--- config.mk ---
export PLATFORM = sky130hd
export DESIGN_NAME = pdn_ctrl
export DESIGN_NICKNAME = d
export VERILOG_FILES = /design/src/rtl/pdn_pkg.sv /design/src/rtl/pdn_edge_det.sv /design/src/rtl/pdn_ctrl_reg.sv /design/src/rtl/pdn_delay_cnt.sv /design/src/rtl/pdn_ctrl.sv
export SDC_FILE = /design/constraint.sdc
export NUM_CORES = 1
export LEC_CHECK = 0
export BUFFER_PORTS_ARGS = -buffer_cell sky130_fd_sc_hd__buf_2
export CORE_UTILIZATION = 35
export DETAILED_ROUTE_END_ITERATION = 7
export GPL_ROUTABILITY_DRIVEN = 0
export SLEW_MARGIN = 40
export SYNTH_ARGS = -nofsm -noshare
export SYNTH_HDL_FRONTEND = slang
export SYNTH_SLANG_ARGS = --single-unit
--- constraint.sdc ---
create_clock -name clk_i -period 2.08 [get_ports clk_i]
set_input_delay 0.208 -clock clk_i [delete_from_list [all_inputs] [get_ports clk_i]]
set_output_delay 0.208 -clock clk_i [all_outputs]
set_load 0.01 [all_outputs]
--- src/rtl/pdn_pkg.sv ---
package pdn_pkg;
  localparam int REG_W       = 8;
  localparam int BIT_FORCE   = 2;
  localparam int BIT_EXT_EN  = 3;
  localparam int BIT_STOP    = 5;
  localparam int BIT_RESTART = 6;
  localparam int BIT_SPOFF   = 7;

  typedef struct packed {
    logic force_wdt;
    logic stop;
    logic restart;
    logic spoff;
  } cmd_t;
endpackage

--- src/rtl/pdn_edge_det.sv ---
module pdn_edge_det #(
  parameter int SYNC_STAGES = 2
) (
  input  logic clk_i,
  input  logic rst_ni,
  input  logic d_i,
  output logic rise_o
);
  logic lvl;
  logic prev_q;

  generate
    if (SYNC_STAGES == 0) begin : g_direct
      assign lvl = d_i;
    end else begin : g_sync
      logic [SYNC_STAGES-1:0] sync_q;
      always_ff @(posedge clk_i or negedge rst_ni) begin
        if (!rst_ni) sync_q <= '0;
        else if (SYNC_STAGES == 1) sync_q <= d_i;
        else sync_q <= {sync_q[SYNC_STAGES-2:0], d_i};
      end
      assign lvl = sync_q[SYNC_STAGES-1];
    end
  endgenerate

  always_ff @(posedge clk_i or negedge rst_ni) begin
    if (!rst_ni) prev_q <= 1'b0;
    else prev_q <= lvl;
  end

  assign rise_o = lvl & ~prev_q;
endmodule

--- src/rtl/pdn_ctrl_reg.sv ---
module pdn_ctrl_reg
  import pdn_pkg::*;
(
  input  logic             clk_i,
  input  logic             rst_ni,
  input  logic             wr_en_i,
  input  logic [REG_W-1:0] wr_data_i,
  input  logic             running_i,
  output cmd_t             cmd_o,
  output logic             ext_en_o,
  output logic [REG_W-1:0] rd_data_o
);
  logic ext_en_q;

  always_ff @(posedge clk_i or negedge rst_ni) begin
    if (!rst_ni) ext_en_q <= 1'b0;
    else if (wr_en_i) ext_en_q <= wr_data_i[BIT_EXT_EN];
  end

  // command bits are write strobes only; nothing is stored
  always_comb begin
    cmd_o.force_wdt = wr_en_i & wr_data_i[BIT_FORCE];
    cmd_o.stop      = wr_en_i & wr_data_i[BIT_STOP];
    cmd_o.restart   = wr_en_i & wr_data_i[BIT_RESTART];
    cmd_o.spoff     = wr_en_i & wr_data_i[BIT_SPOFF];
  end

  always_comb begin
    rd_data_o             = '0;
    rd_data_o[BIT_EXT_EN] = ext_en_q;
    rd_data_o[BIT_STOP]   = ~running_i;
  end

  assign ext_en_o = ext_en_q;
endmodule

--- src/rtl/pdn_delay_cnt.sv ---
module pdn_delay_cnt #(
  parameter int DLY_W = 16
) (
  input  logic             clk_i,
  input  logic             rst_ni,
  input  logic             press_i,
  input  logic             stop_i,
  input  logic             restart_i,
  input  logic             tick_i,
  input  logic [DLY_W-1:0] delay_i,
  output logic             running_o,
  output logic             expire_o
);
  logic [DLY_W-1:0] cnt_q;
  logic             run_q;
  logic             last;

  assign last     = (cnt_q <= DLY_W'(1));
  assign expire_o = run_q & tick_i & last & ~stop_i & ~restart_i;

  always_ff @(posedge clk_i or negedge rst_ni) begin
    if (!rst_ni) begin
      cnt_q <= '0;
      run_q <= 1'b0;
    end else if (stop_i) begin
      run_q <= 1'b0;
    end else if (restart_i || (press_i && !run_q)) begin
      cnt_q <= delay_i;
      run_q <= 1'b1;
    end else if (run_q && tick_i) begin
      if (last) run_q <= 1'b0;
      else      cnt_q <= cnt_q - DLY_W'(1);
    end
  end

  assign running_o = run_q;
endmodule

--- src/rtl/pdn_ctrl.sv ---
module pdn_ctrl
  import pdn_pkg::*;
#(
  parameter int DLY_W     = 16,
  parameter int EXT_SYNC  = 2
) (
  input  logic             clk_i,
  input  logic             rst_ni,
  input  logic             wr_en_i,
  input  logic [REG_W-1:0] wr_data_i,
  output logic [REG_W-1:0] rd_data_o,
  input  logic             button_i,
  input  logic             kbd_line_i,
  input  logic [DLY_W-1:0] delay_ms_i,
  input  logic             tick_1ms_i,
  output logic             pdown_o,
  output logic             wdt_evt_o
);
  cmd_t cmd;
  logic ext_en, running, expire, press, ext_rise;
  logic pdown_q, wdt_q;

  pdn_ctrl_reg u_reg (
    .clk_i(clk_i), .rst_ni(rst_ni), .wr_en_i(wr_en_i), .wr_data_i(wr_data_i),
    .running_i(running), .cmd_o(cmd), .ext_en_o(ext_en), .rd_data_o(rd_data_o)
  );

  pdn_edge_det #(.SYNC_STAGES(0)) u_btn_edge (
    .clk_i(clk_i), .rst_ni(rst_ni), .d_i(button_i), .rise_o(press)
  );

  pdn_edge_det #(.SYNC_STAGES(EXT_SYNC)) u_ext_edge (
    .clk_i(clk_i), .rst_ni(rst_ni), .d_i(kbd_line_i), .rise_o(ext_rise)
  );

  pdn_delay_cnt #(.DLY_W(DLY_W)) u_cnt (
    .clk_i(clk_i), .rst_ni(rst_ni), .press_i(press), .stop_i(cmd.stop),
    .restart_i(cmd.restart), .tick_i(tick_1ms_i), .delay_i(delay_ms_i),
    .running_o(running), .expire_o(expire)
  );

  always_ff @(posedge clk_i or negedge rst_ni) begin
    if (!rst_ni) begin
      pdown_q <= 1'b0;
      wdt_q   <= 1'b0;
    end else begin
      pdown_q <= expire | cmd.spoff;
      wdt_q   <= cmd.force_wdt | (ext_rise & ext_en);
    end
  end

  assign pdown_o   = pdown_q;
  assign wdt_evt_o = wdt_q;
endmodule

# Yosys cells after proc, flatten, opt, wreduce, memory -nomap -nowiden
# Index checks and enable logic that the tools add are counted.
dict set report totals {
  rom_bits 0
  latch_bits 0
  out_inout_bits 10
  ramBits 0
  wordCells 45
  memories 0
  input_bits 30
  reg_bits 24
}
dict set report classes {
  div 0
  shifts 0
  n_addsub 1
  magnitude_cmp 1
  n_eq_ne 1
  n_mul 0
  muxes 7
  reduce_logical 9
  n_bitwise 18
}
# operator n
set ops {}
lappend ops {{two-way mux 16 bit} 3}
lappend ops {{<= comparator 16 x 1 -> 1 bit, second input constant} 1}
lappend ops {{subtractor 16 x 1 -> 16 bit, second input constant} 1}
lappend ops {{AND 1 bit} 11}
lappend ops {{nonzero test 3 bit} 2}
lappend ops {{NOT 1 bit} 5}
lappend ops {{two-way mux 1 bit} 4}
lappend ops {{AND reduction 3 bit} 1}
lappend ops {{logical AND 1 bit} 2}
lappend ops {{inequality test 2 bit, second input constant} 1}
lappend ops {{bitwise OR 1 bit} 2}
lappend ops {{AND reduction 2 bit} 1}
lappend ops {{nonzero test 2 bit} 1}
lappend ops {{zero test 1 bit} 1}
lappend ops {{logical OR 1 bit} 1}

# Depth between registers and ports, before layout
dict set report depth {
  depth_word 6
  mapped_depth 8
  depth_no_buf 7
}

# Modules after synthesis
# From an unflattened synthesis, not the netlist that was laid out.
dict set report hier_totals {
  hier_cells 158
  area_unflattened_um2 1445.1
}
# module seq_area_each_um2 n_inst area_per_inst_um2 cells_per_inst
set by_module_without_submodules {}
lappend by_module_without_submodules {pdn_delay_cnt 425.4 1 1123.6 133}
lappend by_module_without_submodules {pdn_ctrl_reg 25.0 1 130.1 15}
lappend by_module_without_submodules {{pdn_edge_det at u_ext_edge} 75.1 1 88.8 4}
lappend by_module_without_submodules {pdn_ctrl 50.0 1 63.8 4}
lappend by_module_without_submodules {{pdn_edge_det at u_btn_edge} 25.0 1 38.8 2}

# Least setup slack after synthesis
# Ideal clock, no wire load.
dict set report synth_path {
  kind {reg2reg}
  from {reg u_cnt.cnt_q[5]}
  to {reg u_cnt.cnt_q[8]}
  arrival_ns 1.989
  setup_ns 0.121
  period_less_slack_ns 2.110
  path_stages_with_launch 7
  required_ns 1.959
  path_buffers 1
  setup_slack_ns -0.030
  path_cell_list {dfrtp_1 or3_1 or4_4 o31ai_4 buf_6 a21oi_1 o22a_1}
}
dict set report synth_between {
  elab_chain_len 4
  word_cells_on_any_way 7
  cone_classes {add/sub (1); order compare (1); eq/ne (1); mux (3); reduce/logical (1)}
}
# element line
set synth_lines {}
lappend synth_lines {{from (decl)} pdn_delay_cnt.sv:14} ;# logic [DLY_W-1:0] cnt_q;
lappend synth_lines {{from (signal assigned)} pdn_delay_cnt.sv:28} ;# cnt_q <= delay_i;
lappend synth_lines {{from (signal assigned)} pdn_delay_cnt.sv:32} ;# else cnt_q <= cnt_q - DLY_W'(1);
lappend synth_lines {{subtractor 16 x 1 -> 16 bit} pdn_delay_cnt.sv:32}
lappend synth_lines {{two-way mux 16 bit} pdn_delay_cnt.sv:31} ;# if (last) run_q <= 1'b0;
lappend synth_lines {{two-way mux 16 bit} pdn_delay_cnt.sv:30} ;# end else if (run_q && tick_i) begin
lappend synth_lines {{two-way mux 16 bit} pdn_delay_cnt.sv:27} ;# end else if (restart_i || (press_i && !run_q)) begin
# Several ways; a longest one is shown, not always the timed one. The select of a mux whose other input is x is not followed.
# A chain may end at the register's enable or synchronous reset.

# Worst setup path after layout
dict set report layout_path {
  from {reg u_cnt.cnt_q[14]}
  to {reg u_cnt.cnt_q[15]}
}
# Same word-level chain as after synthesis.

==> flow_summary.yaml <==
sta:
  fin_crit_sh: 1.10
  fin_setup_tns_ps: -1940
  fmax_mhz: 438
  worst_slack_ps: -202
  whs_ps: 47.3
  hold_viol: 0
  finalCriticalPeriod_ps: 2280
  slew_headroom: 0.624
  slew_viol_final: 0
  finClkSkew_ps: 2.88
  rsz0062_at_grt: "true"
  worstMarginPinSlew_ps: 563
  setup_viol: 16
finish:
  finalNonFillerCells: 261
  fillers: 377
  fin_nets: 246
  syn_to_final_growth_pct: 35.7
  fin_util: 0.506
  diodes: 0
  drive_above_1_share: 0.371
floorplanning:
  dieArea_um2: 4250
  rows: 22
  fp.dieW_um: 65.2
  start_util: 0.373
  coreArea_um2: 3740
  die_h_um: 65.2
  pin_count: 40
pwr:
  switching_power_uw: 603
  power_frac_clock: 0.216
  intPower_uw: 1270
  comb_power_share: 0.433
  vdd_ir_drop_max_uv: 574
  power_density_nw_per_um2: 991
  seq_power_share: 0.351
  p_leak_uw: 0.000840
  swShare: 0.321
clock_network:
  cts_tree: "yes"
  cts-root-buf: "clkbuf_8"
  insertion_delay_ps: 260
  numCtsBuffers: 3
  clockBufferDepth: 2
  htree_levels: 1
  path_clk_slew_ps: 80
  cts.sinks: 24
worst_setup_path:
  r2r_slack_ps: -200
  end_kind: "flop"
  cp.arrival_ps: 2440
  cp-start-kind: "flop"
  critPathKind: "reg -> reg"
  worstPathMaxFanout: 5
  worstPathRequired_ps: 2230
placement:
  pre_cts_ws_ps: -137
  placed_cells: 250
  dp_hpwl_um: 2410
  portBuffers: 30
yosys:
  synthArstFlopShare: 1.00
  yosysMostFrequentCell: "nor2_1"
  synth-edff-count: 0
  synth_commonest_cells: "nor2_1 (25), dfrtp_1 (24), a21oi_1 (12)"
  ys_seq_elements: 24
  synth_area_leaders: "dfrtp_1 (43%), nor2_1 (6.7%), o22a_1 (5.0%)"
  ys.flop_type: "dfrtp_1"
  synth.lib_cells_used.distinct: 37
  synth_top_area_cell: "dfrtp_1"
  syn_area_per_cell_um2: 8.89
  synth_area_um2: 1400
  yosysTopAreaCellShare: 0.430
  yosysWarnings: 0
  yosysSeqAreaShare: 0.430
  syn-instance-count: 157
job:
  maxCapViolations: 0
global_routing:
  antenna_found_initial: 0
  grt_use_total: 0.173
  use_met1: 0.204
  grt_max_degree: 25
  grt_use_met3: 0.0226
  grt_overflow: 0
  use_met2: 0.320
  grt_pass1_vias: 1287
  grt-busiest-layer: "met2"
  grt_pass1_wl_um: 5670
routing:
  drc: 0
  vias: 1337
  viasPerCell: 5.12
  ant_nets: 0
  drt-initial-drc-count: 35
  drt_pass1_iterations: 4
  wl_um: 3390
  wire_per_inst_um: 13.0
min_path:
  hold_path_class: "in -> reg"
run_status:
  violations: "negative setup slack"
  outcome: "finished, violations left"
-- state kept, by name, indices dropped and copies added, names as in the netlist --
name                      flops
pdown_o                       1
u_btn_edge.prev_q             1
u_cnt.cnt_q                  16
u_cnt.running_o               1
u_ext_edge.g_sync.sync_q      2
u_ext_edge.prev_q             1
u_reg.ext_en_o                1
wdt_evt_o                     1
-- through the flow --
| stage | power, uW | instance area [um^2] |
|---|---|---|
| after global placement | 1360 | 1720 |
| after CTS | 1810 | 1820 |
| after detailed placement | 1390 | 1720 |
| final | 1880 | 1890 |
| after floorplan | 1050 | 1420 |
| after global routing | 2010 | 1890 |
-- repair_timing --
action,CTS,global route
pin swaps,1,1
gates cloned,0,0
hold buffers,1,0
endpoints found under the hold margin,24,0
resized for setup,2,8
setup endpoints to repair,16,17
buffers inserted,1,5
-- layout by cell type, fill, tap and decap left out, types with 2 or more instances in the layout --
cell type,n
inv_1,4
o21ai_0,11
buf_6,2
nand2_1,7
nor3_1,8
o21a_1,3
conb_1,6
clkbuf_8,3
or3_1,2
a21oi_1,10
a31oi_1,6
buf_2,30
o22a_1,8
nand3_1,2
nor2_1,25
a21oi_2,2
a22oi_1,2
o21bai_1,2
buf_4,29
or3_4,2
dfrtp_1,24
nor4_1,3
-- per-layer routing --
layer	vias up	share of wire	wire length, um
met4	0	0.0080	27
met2	20	0.52	1780
li1	672	-	-
met5	-	0	0
met1	643	0.44	1500
met3	2	0.025	86
-- worst max-delay path, stage by stage (launching register included) --
cell and delay [ps]:
dfrtp_1 400, or3_4 400, or4_4 560, o31ai_4 350
buf_4 180, o21ba_4 140, o22a_1 150
-- path summary, 6_finish.rpt --
path                                        startpoint                          end  cells after the start
max                                    u_cnt.cnt_q[14]              u_cnt.cnt_q[15]                      6
min                                         kbd_line_i  u_ext_edge.g_sync.sync_q[0]                      1
max reg2reg                            u_cnt.cnt_q[14]              u_cnt.cnt_q[15]                      6
min reg2reg                u_ext_edge.g_sync.sync_q[0]  u_ext_edge.g_sync.sync_q[1]                      0
max in group asynchronous                       rst_ni              u_cnt.cnt_q[14]                      2
min in group asynchronous                       rst_ni  u_ext_edge.g_sync.sync_q[0]                      2
-- power groups by stage --
stage	combinational, uW	sequential [uW]	clock (uW)
after floorplan	358	694	0
after global placement	698	659	0
after detailed placement	725	665	0
after CTS	736	656	415
after global routing	897	678	436
final	812	659	406
-- logic make-up (layout without fill, tap and decap cells) --
group / after synthesis / count (layout) / share of synthesized area
mux: 2 / 2 / 0.0152
simple gates: 55 / 55 / 0.189
compound gates: 54 / 54 / 0.266
flops: 24 / 24 / 0.430
fa+ha+maj: 2 / 2 / 0.0179
other cells: 1 / 6 / 0.00269
buf+inv: 19 / 70 / 0.0788
-- cell type report --
cell class	count	area (um^2)	share of cell area
timing repair buffer	62	400	0.211
sequential	24	601	0.317
tap	48	60.1	0.0317
inverter	4	15.0	0.00793
clock inverter	1	30.0	0.0159
clock buffer	3	41.3	0.0218
multi-input combinational	119	747	0.394
No activity file was read; power rests on OpenSTA's default activity.
